## config.mk

```make
export PLATFORM = sky130hd
export DESIGN_NAME = cs_addr_decoder
export DESIGN_NICKNAME = d
export VERILOG_FILES = /design/src/rtl/cs_dec_pkg.sv /design/src/rtl/cs_bounds_regs.sv /design/src/rtl/cs_range_match.sv /design/src/rtl/cs_prio_pick.sv /design/src/rtl/cs_addr_decoder.sv
export SDC_FILE = /design/constraint.sdc
export NUM_CORES = 1
export LEC_CHECK = 0
export ABC_CLOCK_PERIOD_IN_PS = 3500
export BUFFER_PORTS_ARGS = -buffer_cell sky130_fd_sc_hd__buf_2
export CAP_MARGIN = 20
export CORE_MARGIN = 10
export CORE_UTILIZATION = 55
export CTS_CLUSTER_SIZE = 8
export DETAILED_ROUTE_END_ITERATION = 12
export PLACE_DENSITY = 0.79
export SLEW_MARGIN = 10
export SYNTH_ARGS = -nofsm -noshare
export SYNTH_HDL_FRONTEND = slang
export SYNTH_SLANG_ARGS = --single-unit
```

## constraint.sdc

```tcl
create_clock -name clk -period 3.5 [get_ports clk]
set_input_delay 0.7 -clock clk [delete_from_list [all_inputs] [get_ports clk]]
set_output_delay 0.7 -clock clk [all_outputs]
set_load 0.1 [all_outputs]
```

## src/rtl/cs_dec_pkg.sv

```systemverilog
package cs_dec_pkg;

   // Width of an index able to address n entries (never below one bit).
   function automatic int idx_w(input int n);
      return (n <= 1) ? 1 : $clog2(n);
   endfunction

   // Outcome class of one lookup, used for readability in the output stage.
   typedef enum logic [1:0] {
      CSD_IDLE = 2'b00,
      CSD_HIT  = 2'b01,
      CSD_MISS = 2'b10
   } csd_kind_e;

endpackage

```

## src/rtl/cs_bounds_regs.sv

```systemverilog
module cs_bounds_regs #(
   parameter int NUM_CS  = 4,
   parameter int FIELD_W = 16,
   parameter int SEL_W   = 2
) (
   input  logic                            clk,
   input  logic                            rst_n,
   input  logic                            we,
   input  logic [SEL_W-1:0]                sel,
   input  logic [2*FIELD_W-1:0]            wdata,
   output logic [NUM_CS-1:0][FIELD_W-1:0]  first_q,
   output logic [NUM_CS-1:0][FIELD_W-1:0]  last_q
);

   localparam int REG_W = 2 * FIELD_W;

   if (NUM_CS > (1 << SEL_W)) begin : g_bad_sel
      $error("cs_bounds_regs: SEL_W too narrow for NUM_CS");
   end

   for (genvar i = 0; i < NUM_CS; i++) begin : g_entry
      logic hit_wr;
      assign hit_wr = we && (sel == SEL_W'(i));

      always_ff @(posedge clk or negedge rst_n) begin
         if (!rst_n) begin
            first_q[i] <= '0;
            last_q[i]  <= '0;
         end else if (hit_wr) begin
            first_q[i] <= wdata[REG_W-1:FIELD_W];
            last_q[i]  <= wdata[FIELD_W-1:0];
         end
      end

      AST_WRITE_LANDS: assert property (@(posedge clk) disable iff (!rst_n)
         (we && sel == SEL_W'(i)) |=> (first_q[i] == $past(wdata[REG_W-1:FIELD_W])
                                     && last_q[i] == $past(wdata[FIELD_W-1:0])));
      AST_OTHERS_KEEP: assert property (@(posedge clk) disable iff (!rst_n)
         !(we && sel == SEL_W'(i)) |=> ($stable(first_q[i]) && $stable(last_q[i])));
   end

endmodule

```

## src/rtl/cs_range_match.sv

```systemverilog
module cs_range_match #(
   parameter int FIELD_W = 16,
   parameter int SIZE_W  = FIELD_W + 1
) (
   input  logic [FIELD_W-1:0] first_idx,
   input  logic [FIELD_W-1:0] last_idx,
   input  logic [FIELD_W-1:0] key,
   input  logic               key_ok,
   output logic               claim,
   output logic [SIZE_W-1:0]  size
);

   if (SIZE_W < FIELD_W + 1) begin : g_bad_size
      $error("cs_range_match: SIZE_W cannot hold a full-span window");
   end

   logic populated;
   logic above_first;
   logic below_last;

   assign populated   = (first_idx != last_idx);
   assign above_first = (key >= first_idx);
   assign below_last  = (key <= last_idx);
   assign claim       = key_ok && populated && above_first && below_last;

   always_comb begin
      if (first_idx < last_idx)
         size = SIZE_W'(last_idx) - SIZE_W'(first_idx) + SIZE_W'(1);
      else
         size = '0;
   end

endmodule

```

## src/rtl/cs_prio_pick.sv

```systemverilog
module cs_prio_pick #(
   parameter int N = 4
) (
   input  logic [N-1:0] req,
   output logic [N-1:0] gnt,
   output logic         any
);

   always_comb begin
      gnt = '0;
      for (int i = N - 1; i >= 0; i--) begin
         if (req[i]) begin
            gnt    = '0;
            gnt[i] = 1'b1;
         end
      end
   end

   assign any = |req;

endmodule

```

## src/rtl/cs_addr_decoder.sv

```systemverilog
module cs_addr_decoder
   import cs_dec_pkg::*;
#(
   parameter int NUM_CS     = 4,
   parameter int ADDR_W     = 40,
   parameter int FIELD_W    = 16,
   parameter int GRAN_SHIFT = 24,
   parameter bit OUT_REG    = 1'b1
) (
   input  logic                          clk,
   input  logic                          rst_n,
   input  logic                          cfg_we,
   input  logic [idx_w(NUM_CS)-1:0]      cfg_sel,
   input  logic [2*FIELD_W-1:0]          cfg_wdata,
   input  logic                          lk_valid,
   input  logic [ADDR_W-1:0]             lk_addr,
   output logic                          res_valid,
   output logic [NUM_CS-1:0]             res_sel,
   output logic                          res_hit,
   output logic                          res_oor,
   output logic [NUM_CS*(FIELD_W+1)-1:0] region_size
);

   localparam int SEL_W   = idx_w(NUM_CS);
   localparam int SIZE_W  = FIELD_W + 1;
   localparam int KEY_LSB = GRAN_SHIFT;
   localparam int KEY_MSB = GRAN_SHIFT + FIELD_W - 1;

   if (NUM_CS < 1) begin : g_bad_cs
      $error("cs_addr_decoder: NUM_CS must be at least one");
   end
   if (ADDR_W < KEY_MSB + 1) begin : g_bad_addr
      $error("cs_addr_decoder: address narrower than unit index field");
   end
   if (GRAN_SHIFT < 1) begin : g_bad_gran
      $error("cs_addr_decoder: GRAN_SHIFT must be positive");
   end

   logic [NUM_CS-1:0][FIELD_W-1:0] first_q;
   logic [NUM_CS-1:0][FIELD_W-1:0] last_q;
   logic [FIELD_W-1:0]             key;
   logic                           key_ok;
   logic [NUM_CS-1:0]              claim;
   logic [NUM_CS-1:0]              gnt;
   logic                           any_claim;
   logic                           unused_low;

   cs_bounds_regs #(
      .NUM_CS (NUM_CS),
      .FIELD_W(FIELD_W),
      .SEL_W  (SEL_W)
   ) u_regs (
      .clk    (clk),
      .rst_n  (rst_n),
      .we     (cfg_we),
      .sel    (cfg_sel),
      .wdata  (cfg_wdata),
      .first_q(first_q),
      .last_q (last_q)
   );

   assign key        = lk_addr[KEY_MSB:KEY_LSB];
   assign unused_low = ^lk_addr[KEY_LSB-1:0];

   // Address bits above the index field must be clear for any window to match.
   if (ADDR_W > KEY_MSB + 1) begin : g_upper_chk
      assign key_ok = ~|lk_addr[ADDR_W-1:KEY_MSB+1];
   end else begin : g_upper_none
      assign key_ok = 1'b1;
   end

   for (genvar i = 0; i < NUM_CS; i++) begin : g_cs
      cs_range_match #(
         .FIELD_W(FIELD_W),
         .SIZE_W (SIZE_W)
      ) u_match (
         .first_idx(first_q[i]),
         .last_idx (last_q[i]),
         .key      (key),
         .key_ok   (key_ok),
         .claim    (claim[i]),
         .size     (region_size[i*SIZE_W +: SIZE_W])
      );

      AST_SIZE_EMPTY: assert property (@(posedge clk) disable iff (!rst_n)
         (first_q[i] >= last_q[i]) |-> (region_size[i*SIZE_W +: SIZE_W] == '0));
   end

   cs_prio_pick #(
      .N(NUM_CS)
   ) u_pick (
      .req(claim),
      .gnt(gnt),
      .any(any_claim)
   );

   csd_kind_e kind_d;
   always_comb begin
      if (!lk_valid)      kind_d = CSD_IDLE;
      else if (any_claim) kind_d = CSD_HIT;
      else                kind_d = CSD_MISS;
   end

   if (OUT_REG) begin : g_out_reg
      always_ff @(posedge clk or negedge rst_n) begin
         if (!rst_n) begin
            res_valid <= 1'b0;
            res_sel   <= '0;
            res_hit   <= 1'b0;
            res_oor   <= 1'b0;
         end else begin
            res_valid <= lk_valid;
            res_sel   <= (kind_d == CSD_HIT) ? gnt : '0;
            res_hit   <= (kind_d == CSD_HIT);
            res_oor   <= (kind_d == CSD_MISS);
         end
      end

      AST_RESULT_FOLLOWS: assert property (@(posedge clk) disable iff (!rst_n)
         lk_valid |=> res_valid);
      AST_NO_SPURIOUS: assert property (@(posedge clk) disable iff (!rst_n)
         !lk_valid |=> !res_valid);
      AST_LOWEST_WINS: assert property (@(posedge clk) disable iff (!rst_n)
         (lk_valid && claim[0]) |=> res_sel[0]);
   end else begin : g_out_comb
      assign res_valid = lk_valid;
      assign res_sel   = (kind_d == CSD_HIT) ? gnt : '0;
      assign res_hit   = (kind_d == CSD_HIT);
      assign res_oor   = (kind_d == CSD_MISS);
   end

   for (genvar i = 0; i < NUM_CS; i++) begin : g_unpop_chk
      if (OUT_REG) begin : g_reg
         AST_UNPOP_SILENT: assert property (@(posedge clk) disable iff (!rst_n)
            (lk_valid && first_q[i] == last_q[i]) |=> !res_sel[i]);
      end
   end

   AST_SEL_ONEHOT: assert property (@(posedge clk) disable iff (!rst_n)
      $onehot0(res_sel));
   AST_HIT_XOR_OOR: assert property (@(posedge clk) disable iff (!rst_n)
      res_valid |-> (res_hit != res_oor));
   AST_OOR_NO_SEL: assert property (@(posedge clk) disable iff (!rst_n)
      res_oor |-> (res_sel == '0));
   AST_HIT_HAS_SEL: assert property (@(posedge clk) disable iff (!rst_n)
      res_hit |-> ($countones(res_sel) == 1));
   AST_IDLE_QUIET: assert property (@(posedge clk) disable iff (!rst_n)
      !res_valid |-> (!res_hit && !res_oor && res_sel == '0));

endmodule

```

==> results of run 1 <==
==> power by group <==
part	switching, W	internal, W
Clock	0.000789	0.00109
Sequential	0.000280	0.00185
Combinational	0.00897	0.00601
==> metrics by stage <==
step | utilization | setup WS, ps | hold slack, ps | cells | instance area, sq um
3_5_place_dp | 0.672 | -160 | 496 | 1885 | 15700
6_report | 0.773 | -491 | 330 | 1981 | 18100
2_1_floorplan | - | -393 | 404 | 1380 | 13200
4_1_cts | 0.742 | -405 | 343 | 1951 | 17400
5_1_grt | 0.773 | -580 | 368 | 1977 | 18100
3_3_place_gp | 0.672 | -123 | 490 | 1885 | 15700
==> flip-flops by register name, summed over array words and instances, names as in the netlist <==
register	cells
res_hit	1
u_regs.first_q	64
res_oor	1
u_regs.last_q	64
res_sel	4
res_valid	1
==> routing by layer <==
layer / wire length, um / vias up
met1: 17900 / 5976
met4: 3370 / 0
met3: 4440 / 220
met2: 21500 / 772
li1: - / 5491
met5: 0 / -
==> final timing paths <==
| kind | startpoint | end | slack [ps] | depth (start not counted) |
|---|---|---|---|---|
| max in group asynchronous | rst_n | u_regs.last_q[15] | 2260 | 2 |
| min in group clk | lk_valid | res_valid | 450 | 1 |
| hold / removal | rst_n | u_regs.first_q[34] | 330 | 1 |
| hold reg to reg | u_regs.last_q[17] | u_regs.last_q[17] | 530 | 1 |
| setup / recovery | u_regs.first_q[34] | region_size[47] | -490 | 12 |
| setup reg to reg | u_regs.last_q[1] | res_sel[3] | 610 | 11 |
==> layout by cell type (no fill, tap or decap), types with 33 or more instances in the layout <==
master | synthesis | final
nand2_1 | 86 | 84
o21ai_0 | 55 | 49
mux2_2 | 97 | 97
dfrtp_1 | 135 | 135
ha_1 | 316 | 251
a21oi_1 | 98 | 83
inv_1 | 145 | 122
ha_4 | 0 | 60
buf_2 | 0 | 60
nor2_1 | 58 | 47
a21o_1 | 46 | 46
nand4_1 | 33 | 33
buf_12 | 0 | 66
buf_4 | 0 | 118
==> cells by family after synthesis <==
family / share of synthesized area
AOI/OAI and AO/OA: 0.154
xor gates and xnor gates: 0.0275
adders and majority gates: 0.309
buffers and inverters: 0.0477
DFF: 0.259
muxes: 0.0836
and+or+nand+nor: 0.120
==> repair_timing <==
action	CTS	global route
gates cloned	1	2
setup buffers	33	26
setup endpoints to repair	45	62
pin swaps	71	74
gates resized for setup	140	91
==> cell type report <==
type	count	area share
Tap cell	319	0.0221
Antenna cell	4	0.000553
Clock inverter	14	0.00892
Timing Repair Buffer	264	0.150
Multi-Input combinational cell	1080	0.576
Sequential cell	135	0.187
Clock buffer	18	0.0243
Inverter	147	0.0312
==> results_dict.tcl, run 1 <==
set metrics [dict create \
    status "finished, violations left" \
    violations "setup timing" \
    ioPinCount 153 \
    cts_root_buffer "clkbuf_16" \
    numCtsBuffers 17 \
    core_sq_um 23400 \
    slowest_stage "fa_2" \
    ys_seq_elements 135 \
    syn_area_sq_um 13100 \
    first_global_vias 12730 \
    busiest_layer "met2" \
    grt_util_met1 0.340 \
    grt_use_met3 0.0598 \
    postCtsHoldBufs 0 \
    path_delay_family "compound AO/OA/AOI/OAI gates" \
    max_stage_delay_ps 410 \
    rsz0062_at_grt "true" \
    finalSetupViolCount 35 \
    peakVddDrop_mv 1.39 \
    power_density_nw_per_um2 1050 \
    dr_total_vias 12459 \
    max_cap_violations 0 \
    post_synth_num_cell_types 65 \
    vias_per_cell 6.29 \
    port_buffers 128 \
    worstPathCellList "inv_1, ha_4, buf_4, fa_2, a21oi_2, o2111ai_2, a21o_1, a211oi_2, o21ba_1, xnor2_1, and2_4, buf_12" \
    avgSynthCellArea_sq_um 9.47 \
    yosys.area.top_type "ha_1" \
    finalPower_w 0.0190 \
    start_util 0.558 \
    synthArstFlopShare 1.00 \
    drtPass1Iterations 6 \
    gr-total-overflow 0 \
    ys.flop_type "dfrtp_1" \
    drc 0 \
    synth_edf_count 0 \
    yosysTopAreaCellShare 0.303 \
    cts.path.max_buffers 2 \
    wl_per_cell_um 23.8 \
    dp_hpwl_um 29700 \
    finalCritPeriodShare 1.14 \
    arrival_ps 3290 \
    fmaxAchievable_ghz 0.251 \
    die_w_um 174 \
    crit_path_start_kind "flop" \
    routed_wl_um 47200 \
    cp_num_buf_inv 3 \
    relSlewSlack 0.453 \
    grtUsageTotal 0.283 \
    grt_max_degree 86 \
    clk_latency_ps 430 \
    hold_viol_final 0 \
    grt_pass1_wl_um 69000 \
    syn2layout_area_growth_pct 38.5 \
    final-seq-area_sq_um 3380 \
    path_class "flop to output pin" \
    synthTopCellsByArea "ha_1, dfrtp_1, mux2_2, inv_1, a21oi_1" \
    seq_area_frac_synth 0.259 \
    nFillCells 1411 \
    required_ps 2800 \
    fin_tns_setup_ps -6480 \
    cp_max_fo 3 \
    drv_slew 0 \
    yosysMostFrequentCell "ha_1" \
    h-tree-depth 4 \
    die_h_um 174 \
    final_nets 2043 \
    leakagePower_nw 8.64 \
    die_area_sq_um 30300 \
    syn-num-nets 1778 \
    std_cell_rows 56 \
    multi_input_area_sq_um 10400 \
    netlist_instances 1380 \
    worstMarginPinSlew_ps 799 \
    drive_above_1_share 0.364 \
    clock_sinks 135 \
    antenna_found_initial 3 \
    finClkSkew_ps 11.3 \
    cts_tree "yes" \
    ant_nets 0 \
    dr.first_iter.drc_count 1452 \
    ys_warn_count 0 \
    end_kind "output pin" \
    synth_commonest_cells "ha_1, inv_1, dfrtp_1" \
    grtUsageMet2 0.450 \
    gp_congestion 0.925 \
    min_period_ps 3990 \
    cts.clk_slew.worst_paths_ps 70 \
    min_path_type "input port to asynchronous set/reset pin" \
    fin_ws_ps -491 \
]
No activity file was read; power rests on OpenSTA's default activity.
==> run 2, diff against run 1 <==
Settings changed: CORE_UTILIZATION 55 to 56, CTS_BUF_LIST set to sky130_fd_sc_hd__clkbuf_8, PLACE_DENSITY 0.79 to 0.8.
==> results_dict.tcl, run 2 (synthesis gave the netlist of run 1 again) <==
set metrics [dict create \
    fmaxAchievable_ghz 0.246 \
    h-tree-depth 4 \
    power_density_nw_per_um2 1030 \
    routed_wl_um 44900 \
    vias_per_cell 6.10 \
    die_area_sq_um 29800 \
    rr_startpoint "u_regs.first_q[16]" \
    final_common_cell "ha_1" \
    die_h_um 173 \
    core_sq_um 22800 \
    die_w_um 173 \
    clock_sinks 135 \
    gr-total-overflow 0 \
    max_stage_delay_ps 430 \
    grt_pass1_wl_um 65800 \
    layout_common_cells "ha_1, dfrtp_1, buf_4" \
    crit_path_start_kind "flop" \
    antenna_found_initial 2 \
    numCtsBuffers 17 \
    finalPower_w 0.0187 \
    clk_latency_ps 490 \
    syn2layout_area_growth_pct 38.7 \
    drc 0 \
    fin_tns_setup_ps -10410 \
    nFillCells 1285 \
    finalSetupViolCount 38 \
    worstMarginPinSlew_ps 652 \
    grtUsageTotal 0.274 \
    grt_max_degree 73 \
    cp_max_fo 3 \
    start_util 0.574 \
    drv_slew 0 \
    worstSetupStartpoint "u_regs.first_q[33]" \
    final_nets 2065 \
    end_kind "output pin" \
    gp_congestion 0.966 \
    ant_nets 0 \
    leakagePower_nw 8.74 \
    drive_above_1_share 0.376 \
    max_cap_violations 0 \
    cts.path.max_buffers 2 \
    status "finished, violations left" \
    slowest_stage "dfrtp_1" \
    path_class "flop to output pin" \
    min_period_ps 4060 \
    ioPinCount 153 \
    relSlewSlack 0.554 \
    min_path_type "input port to asynchronous set/reset pin" \
    finClkSkew_ps 12.0 \
    dp_hpwl_um 29600 \
    worstPathCellList "buf_6, ha_4, inv_4, ha_4, a211oi_4, o211ai_1, a311o_1, a21o_1, a221oi_2, xor2_1, and2_4, buf_12" \
    std_cell_rows 55 \
    top_regs "u_regs.first_q x64, u_regs.last_q x64, res_sel x4" \
    finalCritPeriodShare 1.16 \
    port_buffers 128 \
    drtPass1Iterations 7 \
    arrival_ps 3360 \
    wl_per_cell_um 22.5 \
    postCtsHoldBufs 0 \
    cts_root_buffer "clkbuf_8" \
    dr_total_vias 12170 \
    peakVddDrop_mv 1.32 \
    cts.clk_slew.worst_paths_ps 80 \
    fin_ws_ps -558 \
    cts_tree "yes" \
    cpMostUsedCell "ha_4" \
    required_ps 2800 \
    hold_viol_final 0 \
    violations "setup timing" \
    dr.first_iter.drc_count 1239 \
    first_global_vias 12187 \
    rsz0062_at_grt "true" \
]
-- run 2: cell count changes in the layout (fill, tap and decap cells not counted), moves of 5 or more --
cell,previous run,this run
buf_6,16,28
clkbuf_8,1,19
ha_1,251,257
ha_4,60,55
inv_2,20,15
buf_4,118,131
nor2_1,47,41
clkbuf_16,17,0
nor2_2,7,13
-- run 2: worst max-delay path, delay by kind of cell (launching register included) --
family,cells,cell delay (ps)
AOI/OAI and AO/OA,5,1250
xor gates and xnor gates,1,260
adders and majority gates,2,360
buffers and inverters,3,370
DFF,1,430
and+or+nand+nor,1,200
-- run 2: final cells by class --
cell class              instances  area, sq um  area share
flip-flops and latches        135         3380       0.186
repair buffers                287         2950       0.163
multi-input cells            1079        10400       0.575
clock inverters                12          153     0.00842
inverters                     147          572      0.0315
diodes                          2         5.00    0.000276
clock buffers                  19          262      0.0144
well taps                     313          392      0.0216
-- run 2: through the flow --
stage | utilization | worst slack (ps) | instances | area, sq um | hold WS, ps
final | 0.796 | -558 | 1994 | 18100 | 137
after global routing | 0.796 | -636 | 1993 | 18100 | 148
after CTS | 0.761 | -466 | 1955 | 17300 | 143
after detailed placement | 0.692 | -185 | 1886 | 15800 | 497
after global placement | 0.692 | -106 | 1886 | 15800 | 489
after floorplan | - | -393 | 1380 | 13200 | 404
-- run 2: path summary, 6_finish.rpt --
| path | cells after the start | slack (ps) | endpoint |
|---|---|---|---|
| max | 12 | -560 | region_size[50] |
| min | 1 | 140 | u_regs.first_q[33] |
| max reg2reg | 9 | 660 | res_oor |
| min reg2reg | 1 | 530 | u_regs.last_q[17] |
| max in group asynchronous | 2 | 2490 | u_regs.last_q[57] |
| min in group clk | 1 | 380 | res_valid |
-- run 2: per-layer routing --
layer	track usage	vias to the layer above	part of all wire
li1	-	5521	-
met1	0.331	5888	0.39
met2	0.446	603	0.47
met3	0.0595	156	0.084
met4	0.150	2	0.055
met5	0	-	0.00042
-- run 2: timing repair --
| action | in CTS | in global routing |
|---|---|---|
| gates cloned | 0 | 3 |
| endpoints found under the setup margin | 52 | 67 |
| buffers inserted | 41 | 41 |
| pin swaps | 88 | 97 |
| gates resized for setup | 148 | 112 |
-- run 2: power by group --
| group | switching [W] | internal (W) | total [W] |
|---|---|---|---|
| Clock | 0.000683 | 0.000738 | 0.00142 |
| Sequential | 0.000267 | 0.00185 | 0.00211 |
| Combinational | 0.00899 | 0.00620 | 0.0152 |
